**config.mk**
```make
export PLATFORM = sky130hd
export DESIGN_NAME = sdlp_seq
export DESIGN_NICKNAME = d
export VERILOG_FILES = /design/src/rtl/sdlp_pkg.sv /design/src/rtl/sdlp_idle_cnt.sv /design/src/rtl/sdlp_bank_map.sv /design/src/rtl/sdlp_down_timer.sv /design/src/rtl/sdlp_seq.sv
export SDC_FILE = /design/constraint.sdc
export NUM_CORES = 1
export LEC_CHECK = 0
export ABC_AREA = 1
export BUFFER_PORTS_ARGS = -buffer_cell sky130_fd_sc_hd__buf_2
export CAP_MARGIN = 5
export CORE_MARGIN = 2
export CORE_UTILIZATION = 25
export CTS_CLUSTER_DIAMETER = 120
export DETAILED_ROUTE_END_ITERATION = 16
export GPL_TIMING_DRIVEN = 0
export HOLD_SLACK_MARGIN = 0.12
export SLEW_MARGIN = 20
export SYNTH_ARGS = -nofsm -noshare
export SYNTH_HDL_FRONTEND = slang
export SYNTH_SLANG_ARGS = --single-unit
```
**constraint.sdc**
```tcl
create_clock -name clk -period 2.5 [get_ports clk]
set_input_delay 0.25 -clock clk [delete_from_list [all_inputs] [get_ports clk]]
set_output_delay 0.25 -clock clk [all_outputs]
set_load 0.05 [all_outputs]
```
**src/rtl/sdlp_pkg.sv**
```systemverilog
package sdlp_pkg;
  typedef enum logic [2:0] {
    ST_IDLE = 3'd0, ST_PREWAIT = 3'd1, ST_PD = 3'd2, ST_SR = 3'd3,
    ST_DPD = 3'd4, ST_EXIT = 3'd5, ST_REINIT = 3'd6
  } lp_state_e;

  typedef enum logic [2:0] {
    MC_NOP = 3'd0, MC_PREA = 3'd1, MC_PDE = 3'd2, MC_PDX = 3'd3,
    MC_SRE = 3'd4, MC_SRX = 3'd5, MC_DPDE = 3'd6, MC_DPDX = 3'd7
  } mem_cmd_e;

  typedef enum logic [1:0] {
    OP_RDWR = 2'd0, OP_ACT = 2'd1, OP_PRE = 2'd2, OP_PREALL = 2'd3
  } cmd_op_e;

  function automatic mem_cmd_e entry_cmd(lp_state_e t);
    case (t)
      ST_SR:   return MC_SRE;
      ST_DPD:  return MC_DPDE;
      default: return MC_PDE;
    endcase
  endfunction
endpackage

```
**src/rtl/sdlp_idle_cnt.sv**
```systemverilog
module sdlp_idle_cnt #(
  parameter int IDLE_W = 16
) (
  input  logic              clk,
  input  logic              rst,
  input  logic              en,
  input  logic [IDLE_W-1:0] limit,
  output logic              hit
);
  localparam logic [IDLE_W-1:0] CMAX = '1;
  logic [IDLE_W-1:0] cnt;

  always_ff @(posedge clk) begin
    if (rst || !en) cnt <= '0;
    else if (cnt != CMAX) cnt <= cnt + 1'b1;
  end

  assign hit = en && (limit != '0) && (cnt >= limit);

  p_cnt_clear_r2: assert property (@(posedge clk) disable iff (rst)
    !en |=> (cnt == '0));
endmodule

```
**src/rtl/sdlp_bank_map.sv**
```systemverilog
module sdlp_bank_map #(
  parameter int NCS = 2,
  parameter int NBANK = 8,
  localparam int CSW = (NCS > 1) ? $clog2(NCS) : 1,
  localparam int BKW = (NBANK > 1) ? $clog2(NBANK) : 1
) (
  input  logic           clk,
  input  logic           rst,
  input  logic           accept,
  input  logic [1:0]     op,
  input  logic [CSW-1:0] cs,
  input  logic [BKW-1:0] bank,
  input  logic           clr_all,
  output logic           any_open
);
  import sdlp_pkg::*;
  logic [NCS-1:0][NBANK-1:0] open_q;

  for (genvar c = 0; c < NCS; c++) begin : g_cs
    always_ff @(posedge clk) begin
      if (rst || clr_all) open_q[c] <= '0;
      else if (accept && cs == CSW'(c)) begin
        case (cmd_op_e'(op))
          OP_ACT:    open_q[c][bank] <= 1'b1;
          OP_PRE:    open_q[c][bank] <= 1'b0;
          OP_PREALL: open_q[c] <= '0;
          default:   ;
        endcase
      end
    end
  end

  assign any_open = |open_q;

  p_prea_clears_r5: assert property (@(posedge clk) disable iff (rst)
    clr_all |=> !any_open);
endmodule

```
**src/rtl/sdlp_down_timer.sv**
```systemverilog
module sdlp_down_timer #(
  parameter int WAIT_W = 8
) (
  input  logic              clk,
  input  logic              rst,
  input  logic              load,
  input  logic [WAIT_W-1:0] load_val,
  output logic              zero
);
  logic [WAIT_W-1:0] cnt;

  always_ff @(posedge clk) begin
    if (rst) cnt <= '0;
    else if (load) cnt <= load_val;
    else if (cnt != '0) cnt <= cnt - 1'b1;
  end

  assign zero = (cnt == '0);

  p_load_r8: assert property (@(posedge clk) disable iff (rst)
    load |=> (cnt == $past(load_val)));
endmodule

```
**src/rtl/sdlp_seq.sv**
```systemverilog
module sdlp_seq #(
  parameter int NCS = 2,
  parameter int NBANK = 8,
  parameter int IDLE_W = 16,
  parameter int WAIT_W = 8,
  localparam int CSW = (NCS > 1) ? $clog2(NCS) : 1,
  localparam int BKW = (NBANK > 1) ? $clog2(NBANK) : 1
) (
  input  logic              clk,
  input  logic              rst,
  input  logic [IDLE_W-1:0] cfg_idle_limit,
  input  logic [WAIT_W-1:0] cfg_pre_wait,
  input  logic [WAIT_W-1:0] cfg_exit_wait,
  input  logic              cfg_lpddr2,
  input  logic              sw_pd_req,
  input  logic              sw_sr_req,
  input  logic [NCS-1:0]    sw_sr_mask,
  input  logic              sw_dpd_req,
  input  logic              init_done,
  input  logic              cmd_valid,
  input  logic [1:0]        cmd_op,
  input  logic [CSW-1:0]    cmd_cs,
  input  logic [BKW-1:0]    cmd_bank,
  output logic              cmd_ready,
  output logic [2:0]        mem_cmd,
  output logic [NCS-1:0]    mem_cs,
  output logic [2:0]        lp_state,
  output logic [NCS-1:0]    sr_ack,
  output logic              reinit_req,
  output logic              dpd_err
);
  import sdlp_pkg::*;

  lp_state_e st, nxt, tgt, ntgt, want;
  mem_cmd_e  ncmd;
  logic [NCS-1:0] srm, nsrm, ncs;
  logic idle_hit, any_open, tmr_zero, tload, clr_all, go;
  logic [WAIT_W-1:0] tval;

  sdlp_idle_cnt #(.IDLE_W(IDLE_W)) u_idle (
    .clk(clk), .rst(rst), .en(st == ST_IDLE && !cmd_valid),
    .limit(cfg_idle_limit), .hit(idle_hit));

  sdlp_bank_map #(.NCS(NCS), .NBANK(NBANK)) u_banks (
    .clk(clk), .rst(rst), .accept(cmd_valid && cmd_ready), .op(cmd_op),
    .cs(cmd_cs), .bank(cmd_bank), .clr_all(clr_all), .any_open(any_open));

  sdlp_down_timer #(.WAIT_W(WAIT_W)) u_tmr (
    .clk(clk), .rst(rst), .load(tload), .load_val(tval), .zero(tmr_zero));

  // Request arbitration: deep power-down, self-refresh, software PD, idle.
  always_comb begin
    go = 1'b1;
    want = ST_PD;
    if (sw_dpd_req && cfg_lpddr2)          want = ST_DPD;
    else if (sw_sr_req && |sw_sr_mask)     want = ST_SR;
    else if (sw_pd_req || idle_hit)        want = ST_PD;
    else                                   go = 1'b0;
  end

  always_comb begin
    nxt = st; ntgt = tgt; nsrm = srm;
    ncmd = MC_NOP; ncs = '1;
    tload = 1'b0; tval = cfg_exit_wait; clr_all = 1'b0;
    case (st)
      ST_IDLE: if (!cmd_valid && go) begin
        ntgt = want;
        if (want == ST_SR) nsrm = sw_sr_mask;
        if (any_open) begin
          nxt = ST_PREWAIT; ncmd = MC_PREA; clr_all = 1'b1;
          tload = 1'b1; tval = cfg_pre_wait;
        end else begin
          nxt = want; ncmd = entry_cmd(want);
          if (want == ST_SR) ncs = sw_sr_mask;
        end
      end
      ST_PREWAIT: if (tmr_zero) begin
        nxt = tgt; ncmd = entry_cmd(tgt);
        if (tgt == ST_SR) ncs = srm;
      end
      ST_PD: if (cmd_valid) begin
        nxt = ST_EXIT; ncmd = MC_PDX; tload = 1'b1;
      end
      ST_SR: if (!sw_sr_req) begin
        nxt = ST_EXIT; ncmd = MC_SRX; ncs = srm; tload = 1'b1;
      end
      ST_DPD: if (!sw_dpd_req) begin
        nxt = ST_REINIT; ncmd = MC_DPDX;
      end
      ST_EXIT:   if (tmr_zero) nxt = ST_IDLE;
      ST_REINIT: if (init_done) nxt = ST_IDLE;
      default:   nxt = ST_IDLE;
    endcase
  end

  always_ff @(posedge clk) begin
    if (rst) begin
      st <= ST_IDLE; tgt <= ST_PD; srm <= '0;
      mem_cmd <= MC_NOP; mem_cs <= '1; cmd_ready <= 1'b1;
      sr_ack <= '0; reinit_req <= 1'b0; dpd_err <= 1'b0;
    end else begin
      st <= nxt; tgt <= ntgt; srm <= nsrm;
      mem_cmd <= ncmd; mem_cs <= ncs;
      cmd_ready <= (nxt == ST_IDLE);
      sr_ack <= (nxt == ST_SR) ? nsrm : '0;
      reinit_req <= (nxt == ST_REINIT);
      dpd_err <= sw_dpd_req && !cfg_lpddr2;
    end
  end

  assign lp_state = st;

  p_closed_on_entry_r4: assert property (@(posedge clk) disable iff (rst)
    (mem_cmd == MC_PDE || mem_cmd == MC_SRE || mem_cmd == MC_DPDE) |-> !any_open);
  p_dpd_needs_lpddr2_r10: assert property (@(posedge clk) disable iff (rst)
    (st == ST_IDLE && !cmd_valid && sw_dpd_req && !cfg_lpddr2) |=> (mem_cmd != MC_DPDE));
  p_ack_in_sr_r7: assert property (@(posedge clk) disable iff (rst)
    (|sr_ack) |-> (st == ST_SR));
  p_reinit_after_dpdx_r9: assert property (@(posedge clk) disable iff (rst)
    $rose(reinit_req) |-> (mem_cmd == MC_DPDX));
  p_pd_wake_r6: assert property (@(posedge clk) disable iff (rst)
    (st == ST_PD && cmd_valid) |=> (mem_cmd == MC_PDX));
  p_ready_hold_r8: assert property (@(posedge clk) disable iff (rst)
    (st == ST_EXIT && !tmr_zero) |=> !cmd_ready);
endmodule

```
---- Word-level counts from Yosys, hierarchy flattened ----
Index checks and enable logic that the tools add are counted.
storage, ports and cells
  register bits after elaboration ......... 58
  bits of input ports ..................... 48
  output and inout port bits .............. 13
  word-level logic and storage cells ...... 119
operators by class
  add/subtract/negate cells ............... 2
  $lt $le $gt $ge ......................... 3
  equal/unequal tests ..................... 16
  muxes and demuxes ....................... 48
  bitwise operators ....................... 7
  reductions and logical operators ........ 30
operator list
  cell                                                 count
  one-hot mux 8 bit (3 select lines)                   2
  2-to-1 mux 3 bit                                     14
  2-to-1 mux 8 bit                                     5
  one-hot mux 3 bit (7 select lines)                   1
  2-to-1 mux 2 bit                                     10
  equality test 3 bit, second input constant           6
  adder 16 x 1 -> 16 bit, second input constant        1
  bitwise AND 8 bit                                    2
  >= comparator 16 bit                                 1
  inequality test 16 bit, second input constant        1
  bitwise OR 8 bit                                     2
  nonzero test 16 bit                                  1
  OR reduction 16 bit                                  1
  equality test 3 x 2 -> 1 bit, second input constant  5
  one-hot mux 3 bit (5 select lines)                   1
  one-hot mux 3 bit (2 select lines)                   2
  logical AND 1 bit                                    11
  2-to-1 mux 1 bit                                     10
  logical NOT 8 bit                                    1
  NOT 8 bit                                            1
  nonzero test 8 bit                                   1
  subtractor 8 x 1 -> 8 bit, second input constant     1
  logical NOT 3 bit                                    2
  one-hot mux 2 bit (3 select lines)                   1
  other kinds (14)                                     23

---- Depth between registers and ports, before layout ----
Gate-level depths: netlist of the first run.
  word-level depth ........................ 14
  gate-level depth with buffers ........... 19
  depth with buffers taken out ............ 19

---- Modules after synthesis ----
Synthesis of the first run repeated with hierarchy kept, for this count alone.
unflattened totals
  cells, all modules ...................... 617
  area, all modules ....................... 3865.0 µm²
by module, submodules not included
  module           instances  cells each  area each (µm²)  sequential area each (µm²)
  sdlp_idle_cnt    1          203         1331.3           320.3
  sdlp_seq         1          176         1116.1           360.3
  sdlp_bank_map    1          168         944.7            320.3
  sdlp_down_timer  1          70          473.0            160.2

---- Worst setup path after synthesis of the first run ----
No wires, ideal clock.
  kind .................................... register to register
  start ................................... reg st[1], in the netlist lp_state[1]
  end ..................................... reg u_tmr.cnt[3]
  setup time .............................. 128 ps
  data arrival time ....................... 1769 ps
  required time ........................... 2372 ps
  path slack .............................. 603 ps
  stages on the path, launching flop included .. 13
  path buffers ............................ 1
  clock period less this slack ............ 1897 ps
  cells stage by stage .................... dfxtp_1 -> inv_1 -> nor2_1 -> inv_1 -> nor2_1 -> inv_1 -> nor2_1 -> nor2_1 -> nand2_2 -> buf_4 -> nand3_1 -> nand2_1 -> nor2_1
between the ends
  cells in the longest elaborated chain, start to end .. 12
  elaborated cells between the ends (all ways) .. 17
  those cells by class .................... 2 x eq/ne; 8 x mux; 7 x reduce/logical
RTL lines
  item                                                                    line                            RTL
  from (decl)                                                             sdlp_seq.sv:34                  lp_state_e st, nxt, tgt, ntgt, want;
  from (signal assigned)                                                  sdlp_seq.sv:102                 st <= nxt; tgt <= ntgt; srm <= nsrm;
  logical NOT 3 bit                                                       sdlp_seq.sv:41, sdlp_seq.sv:65
  logical AND 1 bit                                                       sdlp_seq.sv:41                  .clk(clk), .rst(rst), .en(st == ST_IDLE && !cmd_valid),
  logical AND 1 bit (2 in series)                                         sdlp_idle_cnt.sv:18             assign hit = en && (limit != '0) && (cnt >= limit);
  logical OR 1 bit                                                        sdlp_seq.sv:57                  else if (sw_pd_req || idle_hit) want = ST_PD;
  2-to-1 mux 1 bit                                                        sdlp_seq.sv:57
  2-to-1 mux 1 bit                                                        sdlp_seq.sv:56                  else if (sw_sr_req && |sw_sr_mask) want = ST_SR;
  2-to-1 mux 1 bit                                                        sdlp_seq.sv:55                  if (sw_dpd_req && cfg_lpddr2) want = ST_DPD;
  logical AND 1 bit                                                       sdlp_seq.sv:66                  ST_IDLE: if (!cmd_valid && go) begin
  2-to-1 mux 1 bit or 2-to-1 mux 8 bit (tied branches)                    sdlp_seq.sv:66
  one-hot mux 1 bit (3 select lines) or 2-to-1 mux 8 bit (tied branches)  sdlp_seq.sv:65                  case (st)
  2-to-1 mux 8 bit or nonzero test 2 bit (tied branches)                  n/a
  to (signal assigned)                                                    sdlp_down_timer.sv:14           else if (load) cnt <= load_val;
  to (signal assigned)                                                    sdlp_down_timer.sv:15           else if (cnt != '0) cnt <= cnt - 1'b1;
  to (decl)                                                               sdlp_down_timer.sv:10           logic [WAIT_W-1:0] cnt;
Several ways; a longest one is shown, not always the timed one.
A chain may end at the register's enable or synchronous reset.

---- Worst setup path in the final report of the first run ----
  start ................................... reg u_idle.cnt[7]
  end ..................................... reg u_tmr.cnt[3]
between the ends
  cells in the longest elaborated chain, start to end .. 10
  elaborated cells between the ends (all ways) .. 13
  those cells by class .................... 1 x order compare; 8 x mux; 4 x reduce/logical
RTL lines
  item                                                                    line                 RTL
  from (decl)                                                             sdlp_idle_cnt.sv:11  logic [IDLE_W-1:0] cnt;
  from (signal assigned)                                                  sdlp_idle_cnt.sv:15  else if (cnt != CMAX) cnt <= cnt + 1'b1;
  >= comparator 16 bit (*)                                                sdlp_idle_cnt.sv:18
  logical AND 1 bit (*)                                                   sdlp_idle_cnt.sv:18
  logical OR 1 bit (*)                                                    sdlp_seq.sv:57
  2-to-1 mux 1 bit (*)                                                    sdlp_seq.sv:57
  2-to-1 mux 1 bit (*)                                                    sdlp_seq.sv:56
  2-to-1 mux 1 bit (*)                                                    sdlp_seq.sv:55
  logical AND 1 bit (*)                                                   sdlp_seq.sv:66
  2-to-1 mux 1 bit or 2-to-1 mux 8 bit (tied branches)                    sdlp_seq.sv:66
  one-hot mux 1 bit (3 select lines) or 2-to-1 mux 8 bit (tied branches)  sdlp_seq.sv:65
  2-to-1 mux 8 bit or nonzero test 2 bit (tied branches)                  n/a
Mark *: on every way between the ends. The rest lies on a longest branch, timed or not.

==> metrics.md, run 1 <==
| Metric | Value |
|---|---|
| Power Density | 885.9 nW/um2 |
| Core area | 13720 um2 |
| I/O pin count | 61 |
| Chip width | 121.9 um |
| Hpwl dp | 7.068 mm |
| Avg WL per Cell | 11.82 um |
| Via count | 3464 |
| Synth Instances | 520 |
| Initial core utilization | 0.2533 |
| Final nets | 658 |
| Synth-to-layout area growth | 23.84% |
| Number of H-tree levels | 3 |
| Post-synth EDFFs | 0 |
| Post-route cell area | 4303 um2 |
| Grt ovf | 0 |
| Worst r2r src | u_idle.cnt[7] |
| Clock latency on the worst-skew pair | 330 ps |
| R2R depth | 17 |
| Crit path buf inv count | 2 |
| Crit. End Element | register |
| Final setup viols | 0 |
| Root Driver | clkbuf_16 |
| Max clock buf depth | 2 |
| WP depth | 17 |
| Post-route clock period utilization | 0.8803 |
| Post-layout min period | 2201 ps |
| Final Core Density | 0.3136 |
| WHS Path Cells | 3 |
| Hold endpoint | dpd_err |
| Die area | 14860 um2 |
| Initial antenna violation count | 0 |
| #FFs+latches synth | 58 |
| RSZ-0062 raised after global routing | no |
| Hold Path Class | in2reg |
| Worst-path cell chain | ha_1, nand2_1, inv_1, nand2_1, nand2_1, nor2_1, nand2_1, nand2_1, nand2_1, nand2_1, nand2_4, nand3_4, nand2_2, inv_1, o21ai_0, nand2_1, nor2_1 |
| Max incr delay on CP | 400 ps |
| CTS tree | yes |
| Most common cell on crit path | nand2_1 |
| Pleak | 2.040 nW |
| Clock-pin slew on the worst setup and hold paths | 50 ps |
| Antenna Nets Post-Route | 0 |
| Syn Area/Cell | 6.682 um2 |
| Antenna Cells | 0 |
| Placed Area | 4000 um2 |
| Clk sink count | 58 |
| Ratio of cells with drive above 1 in the final layout | 0.1647 |
| Post-synthesis sequential area ratio | 0.3342 |
| Max-cap check violation count | 0 |
| Most common cell after layout, fill and taps aside | nand2_1 |
| Max-slew violations | 0 |
| Ys async rst share | 0 |
| First-pass GRT wire length | 15.18 mm |
| Maximum VDD drop | 0.3923 mV |
| Critical Path Fanout Max | 8 |
| Inserted Clock Buffers | 9 |
| Max_slew headroom | 0.5786 |
| Port Buffer Count | 60 |
| Min-delay src | sw_dpd_req |
| GPL Wtd Cong | 0.9003 |
| Vias per cell | 4.470 |
| Vias in the first global route | 3257 |
| Status | finished, final reports clean |
| Synth unique cells | 39 |
| Arr. time, crit path | 2400 ps |
| Largest net degree at the start of global routing | 11 |
| Synth Cell Area | 3475 um2 |
| Synth Flop Type | dfxtp_1 |
| Commonest non-fill, non-tap cells in the layout | nand2_1, inv_1, nor2_1 |
| Clk_skew | 8.089 ps |
| Total Routing Usage GR | 0.1308 |
| FF-to-FF setup slack | 300 ps |
| Post-Syn Nets | 586 |
| DR iter-0 viols | 116 |
| Routed WL | 9.161 mm |
| Worst Setup Start Kind | register |
| CP delay by family, top | simple AND/OR/NAND/NOR gates |
| Standard-cell rows | 43 |
| Warnings, synthesis | 0 |
| CP required | 2700 ps |
| Reg2reg end | u_tmr.cnt[3] |
| Die Ht | 121.9 um |
| Total negative slack | 0 ps |
| Slowest CP cell | dfxtp_1 |
| Post-CTS Resized | 0 |
| Post-route total power | 3.812 mW |
| Max Clk Rate | 0.4544 GHz |
| First-pass detailed-route iteration total | 5 |
| Least-Margin Pin Slew | 629.8 ps |
| Crit Path Class | reg2reg |
| DRC | 0 |
| Hold Fails Final Rpt | 0 |
power breakdown:
| part | switching, mW | internal [mW] |
|---|---|---|
| registers | 0.101 | 1.06 |
| clock network | 0.413 | 0.809 |
| logic | 0.986 | 0.445 |
stage by stage:
step	setup WS, ps	instances	hold WS (ps)
2_1_floorplan	603.2	520	322.0
3_3_place_gp	264.4	760	424.8
3_5_place_dp	269.3	760	435.9
4_1_cts	262.0	775	174.2
5_1_grt	8.350	775	189.3
6_report	299.1	775	185.1
worst max path at each step:
stage          slack [ps]           endpoint              start
2_1_floorplan         600       u_tmr.cnt[3]        lp_state[1]
3_3_place_gp          260  u_banks.open_q[5]  cfg_idle_limit[7]
5_1_grt                 8  u_banks.open_q[2]      u_idle.cnt[7]
3_5_place_dp          270  u_banks.open_q[7]  cfg_idle_limit[7]
4_1_cts               260       u_tmr.cnt[3]      u_idle.cnt[7]
6_report              300       u_tmr.cnt[3]      u_idle.cnt[7]
worst register-to-register path, cell delays in order, from the launching register on:
cell and delay, ps:
dfxtp_1 400, ha_1 270, nand2_1 60, inv_1 40
nand2_1 50, nand2_1 50, nor2_1 100, nand2_1 90
nand2_1 70, nand2_1 50, nand2_1 110, nand2_4 90
nand3_4 140, nand2_2 70, inv_1 210, o21ai_0 140
nand2_1 90, nor2_1 40
layout make-up:
class / instances / area (um2)
flip-flops and latches: 58 / 1161
repair buffers: 61 / 310.3
inverters: 87 / 326.6
clock buffers: 11 / 252.7
plain buffers: 5 / 35.03
fillers: 1505 / 9417
multi-input cells: 370 / 1952
clock inverters: 3 / 40.04
well taps: 180 / 225.2
synth_stat cells (3+ instances only):
cell type / instances / share of area
nand2_1: 88 / 0.095
inv_1: 84 / 0.091
nor2_1: 74 / 0.080
dfxtp_1: 58 / 0.33
a21oi_1: 42 / 0.060
nor3_1: 37 / 0.053
o21ai_0: 27 / 0.039
nand3_1: 24 / 0.035
ha_1: 18 / 0.065
nand4_1: 12 / 0.022
nor4_1: 5 / 0.0090
o21ai_2: 5 / 0.013
xor2_1: 5 / 0.013
a31oi_1: 4 / 0.0072
xnor2_1: 4 / 0.010
inv_2: 3 / 0.0032
nand2_2: 3 / 0.0054
o22ai_1: 3 / 0.0054
kinds of logic (layout without fill, tap and decap cells):
kind of cell             after synthesis  count (layout)  synth area share
AND/OR/NAND/NOR                      252             252            0.3266
XOR/XNOR                               9               9           0.02268
buffers and inverters                 92             167            0.1041
adder cells (fa/ha/maj)               18              18           0.06482
flip-flops                            58              58            0.3342
AO/OA/AOI/OAI                         91              91            0.1476
routing by layer:
| metal | vias to the layer above | track usage | part of all wire |
|---|---|---|---|
| li1 | 1864 | - | - |
| met1 | 1501 | 0.1635 | 0.46 |
| met2 | 85 | 0.2158 | 0.46 |
| met3 | 14 | 0.03558 | 0.063 |
| met4 | 0 | 0.04741 | 0.020 |
| met5 | - | 0 | 0 |
sequential cells by signal (all words and copies together) (netlist names):
register / flops
mem_cmd: 3
dpd_err: 1
srm: 2
tgt: 3
u_idle.cnt: 16
mem_cs: 2
cmd_ready: 1
u_banks.open_q: 16
reinit_req: 1
sr_ack: 2
u_tmr.cnt: 8
lp_state: 3
repair_timing:
item,CTS,global route
setup buffers,0,0
endpoints found under the hold margin,1,0
hold buffers,1,0
endpoints found under the setup margin,0,0
No activity file was read; power rests on OpenSTA's default activity.
==> run 2, diff against run 1 <==
Settings changed: CORE_UTILIZATION 25 to 45, PLACE_DENSITY set to 0.66, SETUP_SLACK_MARGIN set to 0.5.
==> metrics.md, run 2 (synthesis gave the netlist of run 1 again) <==
| Metric | Value |
|---|---|
| Status | finished, final reports clean (unchanged) |
| Antenna Cells | 0 (unchanged) |
| Die Ht | 91.87 um (was 121.9 um) |
| CP required | 2790 ps (was 2700 ps) |
| Initial antenna violation count | 0 (unchanged) |
| Hold Fails Final Rpt | 0 (unchanged) |
| Placed Area | 3902 um2 (was 4000 um2) |
| First-pass detailed-route iteration total | 4 (was 5) |
| Antenna Nets Post-Route | 0 (unchanged) |
| Total Routing Usage GR | 0.2177 (was 0.1308) |
| FF-to-FF setup slack | 470 ps (was 300 ps) |
| First-pass GRT wire length | 14.97 mm (was 15.18 mm) |
| R2R depth | 16 (was 17) |
| Crit. End Element | register (unchanged) |
| Power Density | 797.9 nW/um2 (was 885.9 nW/um2) |
| Max_slew headroom | 0.6145 (was 0.5786) |
| Clk sink count | 58 (unchanged) |
| Clock-pin slew on the worst setup and hold paths | 70 ps (was 50 ps) |
| Post-layout min period | 2029 ps (was 2201 ps) |
| Total negative slack | 0 ps (unchanged) |
| Synth-to-layout area growth | 29.60% (was 23.84%) |
| Non-filler cells, final | 715 (was 775) |
| Root Driver | clkbuf_8 (was clkbuf_16) |
| Fillers | 695 (was 1505) |
| Hpwl dp | 6.570 mm (was 7.068 mm) |
| Arr. time, crit path | 2310 ps (was 2400 ps) |
| Regs by FF count | u_banks.open_q (16), u_idle.cnt (16), u_tmr.cnt (8) (unchanged) |
| Final nets | 675 (was 658) |
| Commonest non-fill, non-tap cells in the layout | inv_1, nand2_1, nor2_1 (was nand2_1, inv_1, nor2_1) |
| Routed WL | 9.136 mm (was 9.161 mm) |
| Die area | 8440 um2 (was 14860 um2) |
| Clock latency on the worst-skew pair | 350 ps (was 330 ps) |
| Setup WS post-layout | 471.3 ps (was 299.1 ps) |
| Initial core utilization | 0.4567 (was 0.2533) |
| Max-slew violations | 0 (unchanged) |
| Hold WS | 170.5 ps (was 185.1 ps) |
| GPL Wtd Cong | 0.9196 (was 0.9003) |
| Most common cell after layout, fill and taps aside | inv_1 (was nand2_1) |
| Worst Setup Start Kind | register (unchanged) |
| Number of H-tree levels | 3 (unchanged) |
| DR iter-0 viols | 173 (was 116) |
| Pleak | 2.102 nW (was 2.040 nW) |
| Grt ovf | 0 (unchanged) |
| Post-route total power | 3.593 mW (was 3.812 mW) |
| Chip width | 91.87 um (was 121.9 um) |
| Vias per cell | 5.190 (was 4.470) |
| Post-route clock period utilization | 0.8115 (was 0.8803) |
| DRC | 0 (unchanged) |
| Max Clk Rate | 0.4929 GHz (was 0.4544 GHz) |
| Maximum VDD drop | 0.4950 mV (was 0.3923 mV) |
| Hold Path Class | in2reg (unchanged) |
| Worst r2r src | u_idle.cnt[7] (unchanged) |
| Core area | 7607 um2 (was 13720 um2) |
| Inserted Clock Buffers | 9 (unchanged) |
| Standard-cell rows | 32 (was 43) |
| Worst setup path endpoint | u_tmr.cnt[7] (was u_tmr.cnt[3]) |
| Placed Cells | 682 (was 760) |
| Max-cap check violation count | 0 (unchanged) |
| CTS tree | yes (unchanged) |
| Crit Path Class | reg2reg (unchanged) |
| Critical Path Fanout Max | 6 (was 8) |
| Largest net degree at the start of global routing | 11 (unchanged) |
| Least-Margin Pin Slew | 576.1 ps (was 629.8 ps) |
| Clk_skew | 8.636 ps (was 8.089 ps) |
| Via count | 3711 (was 3464) |
| Post-route cell area | 4503 um2 (was 4303 um2) |
| Final setup viols | 0 (unchanged) |
| Vias in the first global route | 3357 (was 3257) |
| RSZ-0062 raised after global routing | yes (was no) |
| Place WS | 331.1 ps (was 269.3 ps) |
| Crit path from | u_idle.cnt[7] (unchanged) |
| Reg2reg end | u_tmr.cnt[7] (was u_tmr.cnt[3]) |
| Port Buffer Count | 60 (unchanged) |
| Final Core Density | 0.5919 (was 0.3136) |
| I/O pin count | 61 (unchanged) |
| Ratio of cells with drive above 1 in the final layout | 0.2708 (was 0.1647) |
| Avg WL per Cell | 12.78 um (was 11.82 um) |
| Max clock buf depth | 2 (unchanged) |
## run 2: per-layer routing
metal / routed length, um / vias to the layer above / global-route usage
met5: 0 / - / 0
met4: 302 / 0 / 0.09453
met3: 518 / 29 / 0.05588
met2: 4165 / 118 / 0.3444
met1: 4150 / 1665 / 0.2808
li1: - / 1899 / -
## run 2: critical path, stage by stage (launching register included)
cell and delay [ps]:
dfxtp_2 340, ha_4 270, nand2_2 50, inv_2 60, nand2_2 70, nor2_2 100
nor2_1 50, nand2_1 60, nand2_1 50, nand2_1 70, nand2_2 60, nand2_4 90
nand3_4 160, buf_8 190, o21ai_2 120, nand2_1 100, a21oi_2 120
## run 2: power breakdown
part	internal (mW)	switching, mW	total [mW]	leakage, nW
Combinational	0.533	1.07	1.60	1.53
Sequential	1.05	0.101	1.16	0.479
Clock	0.463	0.371	0.834	0.0948
## run 2: final cells by class
cell class / instances / area, um2 / share of cell area
Tap cell: 102 / 127.6 / 0.02834
Clock inverter: 1 / 7.507 / 0.001667
Inverter: 87 / 329.1 / 0.07308
Clock buffer: 14 / 182.7 / 0.04057
Timing Repair Buffer: 78 / 461.7 / 0.1025
Multi-Input combinational cell: 370 / 2163 / 0.4804
Sequential cell: 58 / 1185 / 0.2631
Buffer: 5 / 46.29 / 0.01028
## run 2: worst min-delay path by stage
stage               startpoint  slack, ps      end  cells after the start
finish              sw_dpd_req        170  dpd_err                      3
global route        sw_dpd_req        160  dpd_err                      3
CTS                 sw_dpd_req        160  dpd_err                      3
detailed placement  cfg_lpddr2        460  dpd_err                      2
global placement        tgt[0]        460   tgt[0]                      2
floorplan           cfg_lpddr2        320  dpd_err                      1
## run 2: what timing repair did
action	CTS	global route
endpoints found under the hold margin	1	0
resized for setup	39	30
setup buffers	9	6
gates cloned	2	0
pin swaps	16	21
hold buffers	1	0
setup endpoints to repair	23	35
